[config.mk]
export PLATFORM = sky130hd
export DESIGN_NAME = comb_serial_cascade
export DESIGN_NICKNAME = d
export VERILOG_FILES = /design/src/rtl/comb_cascade_pkg.sv /design/src/rtl/comb_frame_seq.sv /design/src/rtl/comb_bit_stage.sv /design/src/rtl/comb_serial_cascade.sv
export SDC_FILE = /design/constraint.sdc
export NUM_CORES = 1
export LEC_CHECK = 0
export BUFFER_PORTS_ARGS = -buffer_cell sky130_fd_sc_hd__buf_2
export CORE_MARGIN = 2
export CORE_UTILIZATION = 45
export CTS_CLUSTER_DIAMETER = 40
export DETAILED_ROUTE_END_ITERATION = 10
export PLACE_DENSITY_LB_ADDON = 0.3
export SLEW_MARGIN = 20
export SYNTH_ARGS = -nofsm -noshare
export SYNTH_HDL_FRONTEND = slang
export SYNTH_SLANG_ARGS = --single-unit
[constraint.sdc]
create_clock -name clk -period 7.7 [get_ports clk]
set_clock_uncertainty 0.2 [all_clocks]
set_input_delay 0.77 -clock clk [delete_from_list [all_inputs] [get_ports clk]]
set_output_delay 0.77 -clock clk [all_outputs]
set_load 0.005 [all_outputs]
[src/rtl/comb_cascade_pkg.sv]
package comb_cascade_pkg;
  localparam int unsigned CC_WORD_W    = 24;
  localparam int unsigned CC_FRAME_LEN = 32;
  localparam int unsigned CC_STAGES    = 4;
endpackage

[src/rtl/comb_frame_seq.sv]
module comb_frame_seq #(
  parameter int unsigned WORD_W    = 24,
  parameter int unsigned FRAME_LEN = 32
) (
  input  logic clk,
  input  logic rst_n,
  input  logic in_valid,
  output logic in_ready,
  output logic accept,
  output logic busy,
  output logic bit_en,
  output logic word_start
);
  localparam int unsigned CNT_W = $clog2(FRAME_LEN);
  localparam logic [CNT_W-1:0] LAST_POS  = CNT_W'(FRAME_LEN - 1);
  localparam logic [CNT_W-1:0] LAST_DATA = CNT_W'(WORD_W - 1);

  logic [CNT_W-1:0] pos_q;
  logic             busy_q;

  assign in_ready   = !busy_q || (pos_q == LAST_POS);
  assign accept     = in_valid && in_ready;
  assign busy       = busy_q;
  assign bit_en     = busy_q && (pos_q <= LAST_DATA);
  assign word_start = busy_q && (pos_q == '0);

  always_ff @(posedge clk) begin
    if (!rst_n) begin
      pos_q  <= '0;
      busy_q <= 1'b0;
    end else if (accept) begin
      pos_q  <= '0;
      busy_q <= 1'b1;
    end else if (busy_q) begin
      if (pos_q == LAST_POS) busy_q <= 1'b0;
      else                   pos_q  <= pos_q + 1'b1;
    end
  end


  ready_drop_chk: assert property (@(posedge clk) disable iff (!rst_n)
    accept |=> !in_ready);

  pos_step_chk: assert property (@(posedge clk) disable iff (!rst_n)
    (busy_q && !accept && pos_q != LAST_POS) |=> (busy_q && pos_q == $past(pos_q) + 1'b1));
endmodule

[src/rtl/comb_bit_stage.sv]
module comb_bit_stage #(
  parameter int unsigned WORD_W = 24
) (
  input  logic clk,
  input  logic rst_n,
  input  logic bit_en,
  input  logic word_start,
  input  logic a_bit,
  output logic d_bit
);
  logic [WORD_W-1:0] hist_q;
  logic              brw_q;
  logic              s_bit, b_in, b_out;

  assign s_bit = hist_q[0];
  assign b_in  = word_start ? 1'b0 : brw_q;
  assign d_bit = a_bit ^ s_bit ^ b_in;
  assign b_out = (~a_bit & s_bit) | (~(a_bit ^ s_bit) & b_in);

  always_ff @(posedge clk) begin
    if (!rst_n) begin
      hist_q <= '0;
      brw_q  <= 1'b0;
    end else if (bit_en) begin
      hist_q <= {a_bit, hist_q[WORD_W-1:1]};
      brw_q  <= b_out;
    end
  end


  hist_load_chk: assert property (@(posedge clk) disable iff (!rst_n)
    bit_en |=> (hist_q[WORD_W-1] == $past(a_bit)));

  hist_hold_chk: assert property (@(posedge clk) disable iff (!rst_n)
    !bit_en |=> $stable(hist_q));
endmodule

[src/rtl/comb_serial_cascade.sv]
module comb_serial_cascade
  import comb_cascade_pkg::*;
#(
  parameter int unsigned WORD_W    = CC_WORD_W,
  parameter int unsigned FRAME_LEN = CC_FRAME_LEN,
  parameter int unsigned STAGES    = CC_STAGES
) (
  input  logic              clk,
  input  logic              rst_n,
  input  logic              in_valid,
  output logic              in_ready,
  input  logic [WORD_W-1:0] in_word,
  output logic              ser_data,
  output logic              ser_fs
);
  logic accept, busy, bit_en, word_start;
  logic [WORD_W-1:0] in_sr_q;
  logic [STAGES:0]   chain;
  logic              data_q, fs_q;

  comb_frame_seq #(.WORD_W(WORD_W), .FRAME_LEN(FRAME_LEN)) u_seq (
    .clk(clk), .rst_n(rst_n), .in_valid(in_valid), .in_ready(in_ready),
    .accept(accept), .busy(busy), .bit_en(bit_en), .word_start(word_start)
  );

  always_ff @(posedge clk) begin
    if (!rst_n)      in_sr_q <= '0;
    else if (accept) in_sr_q <= in_word;
    else if (bit_en) in_sr_q <= in_sr_q >> 1;
  end

  assign chain[0] = in_sr_q[0];

  for (genvar g = 0; g < STAGES; g++) begin : g_stage
    comb_bit_stage #(.WORD_W(WORD_W)) u_stage (
      .clk(clk), .rst_n(rst_n), .bit_en(bit_en), .word_start(word_start),
      .a_bit(chain[g]), .d_bit(chain[g+1])
    );
  end

  always_ff @(posedge clk) begin
    if (!rst_n) begin
      data_q <= 1'b0;
      fs_q   <= 1'b0;
    end else begin
      data_q <= bit_en & chain[STAGES];
      fs_q   <= word_start;
    end
  end

  assign ser_data = data_q;
  assign ser_fs   = fs_q;


  fs_single_chk: assert property (@(posedge clk) disable iff (!rst_n)
    ser_fs |=> !ser_fs);

  pad_zero_chk: assert property (@(posedge clk) disable iff (!rst_n)
    (busy && !bit_en) |=> !ser_data);

  fs_follows_accept_chk: assert property (@(posedge clk) disable iff (!rst_n)
    accept |=> ##1 ser_fs);
endmodule

==> results.cfg, run 1 <==
[worst_setup_path]
cp_max_fo = 5
critPathMaxStageDelay_ps = 550
required_ps = 7900
critical_path.most_common_cell = fa_1
worst_r2r_path_depth = 11
path_buf_inv = 3
cp_num_cells = 11
cp_cell_sequence = inv_1 -> ha_1 -> nand3_1 -> nand2_1 -> fa_1 -> fa_1 -> inv_1 -> fa_1 -> inv_1 -> fa_1 -> and3_1
endpoint_kind = flop
slowest_stage = fa_1
worst_ep_arrival_time_ps = 3770
critPathTopFamily = adder cells
critPathLaunchType = flop
crit_type = flop to flop

[synthesis]
synthXorXnorAreaFrac_pct = 0
synth.top_cells.by_count = nand2_1 (245), dfxtp_1 (132), a21oi_1 (102)
synthArstFlopShare_pct = 0
syn-instance-count = 619
synth_cell_types = 25
synthMuxAreaShare_pct = 0
synth_top_cell_by_area = dfxtp_1
yosysSeqAreaShare_pct = 53.8
syn_area_per_cell_sq_um = 7.93
ys_warn_count = 0
synth-edff-count = 0
synth_seq_cells = 132
synth_compound_area_share_pct = 17.0
yosysTopAreaCellShare_pct = 53.8
synthSimpleGateAreaFrac_pct = 21.3
netlist_area_sq_mm = 0.00491
yosys.area_share.adder_pct = 2.39
ys_top_cells_by_area = dfxtp_1 (54%), nand2_1 (19%), a21oi_1 (10%)
synth_top_family_by_area = simple AND/OR/NAND/NOR gates
synth_fp_nets = 653
yosysMostFrequentCell = nand2_1
ys.flop_type = dfxtp_1

[route]
drc = 0
antenna_left = 0
routed_via_density = 4.99
dr.pass1.iters = 5
wl_per_cell_microns = 11.3
finalWirelength_mm = 8.80
first_iter_violations = 293
vias = 3886

[clock_network]
cts.repair.resized = 0
cts_tree = yes
worst_skew_pair.late_latency_ps = 510
cts_max_level = 4
holdBufCountCts = 0
cts_root_buf = clkbuf_8
clk_pin_slew_worst_paths_ps = 60
post_cts_buffers = 0
cts_buffers = 17
cts.sinks = 132
clockBufferDepth = 2

[timing]
maxSlewHeadroom_pct = 29.2
setup_ws_ps = 4130
setup_violations = 0
finalHoldViolCount = 0
fin_crit_ps = 3570
holdWs_ps = 246
tns_ps = 0
worst_slew_pin_slew_ps = 1060
max_freq_ghz = 0.280
slew_viol_final = 0
finalCritPeriodShare_pct = 46.3
rsz0062_at_grt = false

[final_layout]
multi_input_area_sq_mm = 0.00202
layout-drive-gt1-share_pct = 11.0
final_area_sq_mm = 0.00564
instances_no_fill = 779
diodes = 0
syn2layout_area_growth_pct = 14.9
seqCellArea_sq_mm = 0.00264
final_net_count = 660
fillers = 1020
fin_util_pct = 52.5

[min_path]
holdPathStages = 2
hold_class = flop to flop

[floorplanning]
initial_core_util_pct = 45.7
rows = 38
io_pins = 30
die_w_microns = 108
die_area_sq_mm = 0.0118
core_sq_mm = 0.0107
fp.dieH_microns = 108

[placement]
port_buffers = 29
dp_hpwl_mm = 4.87
pre_cts_slack_ps = 4130
dp.cells = 746
gp_congestion = 0.712
placed_cell_area_sq_mm = 0.00504

[pwr]
power.internal_mw = 1.21
power_mw = 1.55
p_clk_share_pct = 48.8
combPwrFrac_pct = 5.4
seqPwrFrac_pct = 45.7
peakVddDrop_mv = 0.210
swShare_pct = 22.1
p_leak_nw = 1.93
p_switching_mw = 0.342
power_density_mw_per_mm2 = 274

[grt]
grt_remaining_overflow = 0
antenna_found_initial = 0
grt_max_degree = 115
grt_pass1_vias = 3631
grt_pass1_wl_mm = 15.4
grtUsageTotal_pct = 16.4

[run]
maxCapViolations = 0

[outcome]
status = completed
layout by cell type (no fill, tap or decap), types with 3 or more instances in the layout:
cell / count
a31oi_1: 23
nand3_1: 3
clkbuf_8: 4
buf_2: 29
dfxtp_1: 132
a211oi_1: 4
nor2_1: 10
clkinv_2: 6
buf_4: 3
a21oi_1: 102
fa_1: 4
o21ai_0: 25
or3_1: 3
nand2_1: 244
inv_1: 8
clkbuf_16: 16
ha_1: 3
layout make-up:
class	count	share of cell area, %
inverters	10	0.665
multi-input cells	432	35.9
clock inverters	10	1.86
repair buffers	33	3.46
well taps	140	3.10
flip-flops and latches	132	46.8
clock buffers	22	8.20
flip-flops by register name, summed over array words and instances, names as in the netlist:
| register | count |
|---|---|
| g_stage.u_stage.hist_q | 96 |
| in_sr_q | 24 |
| u_seq.pos_q | 5 |
| g_stage.u_stage.brw_q | 4 |
| ser_data | 1 |
| ser_fs | 1 |
| u_seq.busy | 1 |
metal layers:
layer	vias to the layer above	part of all wire (%)	global-route usage [%]	wire length, microns
met5	-	0	0	0
met4	0	0.77	6.04	68
met3	6	3.7	5.73	329
met2	58	48	27.7	4230
met1	1784	47	19.0	4170
li1	2038	-	-	-
power by group through the flow:
stage	clock, mW	sequential [mW]	combinational (mW)
2_1_floorplan	0	0.720	0.0672
3_3_place_gp	0	0.721	0.0795
5_1_grt	0.808	0.709	0.0968
6_report	0.756	0.708	0.0843
4_1_cts	0.777	0.707	0.0825
3_5_place_dp	0	0.722	0.0818
worst min-delay path, stage by stage (launching register included):
cell and delay [ps]:
dfxtp_1 300, nand2_1 50, a21oi_1 50
worst paths after layout:
kind	start	to	slack (ps)
max	u_seq.pos_q[0]	ser_data	4130
min	g_stage[0].u_stage.hist_q[7]	g_stage[0].u_stage.hist_q[6]	250
max reg2reg	u_seq.pos_q[0]	ser_data	4130
min reg2reg	g_stage[0].u_stage.hist_q[7]	g_stage[0].u_stage.hist_q[6]	250
cell families after synthesis:
group | after synthesis
AND/OR/NAND/NOR | 269
buffers and inverters | 55
flip-flops | 132
adder cells (fa/ha/maj) | 7
AO/OA/AOI/OAI | 156
No activity file was read; power rests on OpenSTA's default activity.
==> inputs of run 2 (changes only) <==
==> constraint.sdc (replaced) <==
create_clock -name clk -period 3.7 [get_ports clk]
set_clock_uncertainty 0.2 [all_clocks]
set_input_delay 0.37 -clock clk [delete_from_list [all_inputs] [get_ports clk]]
set_output_delay 0.37 -clock clk [all_outputs]
set_load 0.005 [all_outputs]
==> run 2 against run 1 <==
Compared with the run above: utilization up 2.7 points; register-to-register slack worse by 3900 ps; critical endpoint is now g_stage[3].u_stage.brw_q; critical path type unchanged; largest cell class unchanged; hold slack worse by 220 ps.
==> results.cfg, run 2 (synthesized netlist as in run 1, its figures left out) <==
[outcome]
status = completed

[grt]
grtUsageTotal_pct = 17.1
grt_pass1_wl_mm = 16.1
antenna_found_initial = 0
grt_max_degree = 121
grt_pass1_vias = 3848
grt_remaining_overflow = 0

[worst_setup_path]
cp_max_fo = 5
required_ps = 3900
endpoint_kind = flop
r2r_start = u_seq.pos_q[0]
worst_r2r_path_depth = 11
critPathLaunchType = flop
slowest_stage = fa_1
cp_cell_sequence = inv_1 -> ha_1 -> nand3_1 -> nand2_1 -> fa_1 -> fa_1 -> inv_1 -> fa_1 -> inv_1 -> fa_1 -> a211oi_1
r2r-end = g_stage[3].u_stage.brw_q
worst_ep_arrival_time_ps = 3690
r2r_slack_ps = 210
crit_start = u_seq.pos_q[0]
critPathMaxStageDelay_ps = 560
crit_type = flop to flop
critical_path.most_common_cell = fa_1

[final_layout]
top_regs = g_stage.u_stage.hist_q (96), in_sr_q (24), u_seq.pos_q (5)
final_cell_mix = nand2_1 (245), dfxtp_1 (132), a21oi_1 (102)
final_net_count = 687
diodes = 0
multi_input_area_sq_mm = 0.00202
largest_register_ffs = 96
syn2layout_area_growth_pct = 20.9
mostFrequentLayoutCell = nand2_1
seqCellArea_sq_mm = 0.00264
fillers = 995
top_register = g_stage.u_stage.hist_q
layout-drive-gt1-share_pct = 11.0

[floorplanning]
io_pins = 30
core_sq_mm = 0.0107
die_area_sq_mm = 0.0118
initial_core_util_pct = 45.7
die_w_microns = 108
fp.dieH_microns = 108
rows = 38

[pwr]
p_switching_mw = 0.722
power_density_mw_per_mm2 = 569
power.internal_mw = 2.66
power_mw = 3.38
combPwrFrac_pct = 5.8
p_leak_nw = 2.06
swShare_pct = 21.3
p_clk_share_pct = 50.6
peakVddDrop_mv = 0.345
seqPwrFrac_pct = 43.6

[route]
antenna_left = 0
finalWirelength_mm = 9.19
drc = 0
wl_per_cell_microns = 11.4
first_iter_violations = 331
vias = 4044
dr.pass1.iters = 5
routed_via_density = 5.03

[min_path]
whs_endpoint = in_sr_q[16]
min_from = in_word[16]
holdPathStages = 3
hold_class = input port to flop

[timing]
rsz0062_at_grt = false
holdWs_ps = 25.1
slew_viol_final = 0
finalHoldViolCount = 0
setup_violations = 0
max_freq_ghz = 0.286
maxSlewHeadroom_pct = 43.5
tns_ps = 0
finalCritPeriodShare_pct = 94.4
fin_crit_ps = 3490
worst_slew_pin_slew_ps = 847

[placement]
dp_hpwl_mm = 5.03
gp_congestion = 0.737
port_buffers = 29

[clock_network]
cts_tree = yes
worst_skew_pair.late_latency_ps = 510
cts_root_buf = clkbuf_8
clockBufferDepth = 2
cts.sinks = 132
cts_max_level = 4
post_cts_buffers = 0
cts_buffers = 17
clk_pin_slew_worst_paths_ps = 60

[run]
maxCapViolations = 0
-- run 2: routing by layer --
metal,share of wire [%],global-route usage (%),vias to the layer above
li1,-,-,2091
met1,46,20.2,1892
met2,49,29.0,51
met3,3.5,4.64,10
met4,1.2,7.97,0
met5,0,0,-
-- run 2: power by group through the flow --
stage | Clock, mW | Sequential, mW | Combinational [mW]
6_report | 1.71 | 1.47 | 0.197
5_1_grt | 1.81 | 1.48 | 0.224
4_1_cts | 1.74 | 1.47 | 0.199
2_1_floorplan | 0 | 1.50 | 0.140
3_5_place_dp | 0 | 1.50 | 0.178
3_3_place_gp | 0 | 1.50 | 0.174
-- run 2: worst max path at each step --
stage | slack (ps) | end | depth (start not counted)
4_1_cts | 180 | ser_data | 11
3_3_place_gp | 280 | ser_data | 11
6_report | 210 | g_stage[3].u_stage.brw_q | 11
3_5_place_dp | 200 | ser_data | 11
5_1_grt | 40 | ser_data | 11
2_1_floorplan | 300 | ser_data | 11
-- run 2: area by class of cell --
class                   count  area share, %
clock buffers              20           7.67
clock inverters            10           2.61
inverters                  10          0.653
multi-input cells         432           34.1
flip-flops and latches    132           44.5
well taps                 140           2.95
repair buffers             60           7.54
-- run 2: metrics by stage --
step / std cells / instance area, sq um / util, % / setup slack [ps]
finish: 804 / 5940 / 55.3 / 208
CTS: 804 / 5940 / 55.2 / 184
global placement: 751 / 5090 / 47.4 / 281
detailed placement: 751 / 5090 / 47.4 / 203
floorplan: 619 / 4910 / - / 301
global route: 804 / 5940 / 55.3 / 39.4
-- run 2: repair_timing --
| item | 4_1_cts | 5_1_grt |
|---|---|---|
| hold buffers | 23 | 0 |
| hold endpoints to repair | 24 | 0 |
| gates resized for setup | 0 | 0 |
-- run 2: critical path, delay by kind of cell, from the launching register on --
kind / cells / cell delay (ps)
fa+ha+maj: 5 / 2200
buf+inv: 3 / 190
compound gates: 1 / 200
flops: 1 / 400
simple gates: 2 / 190
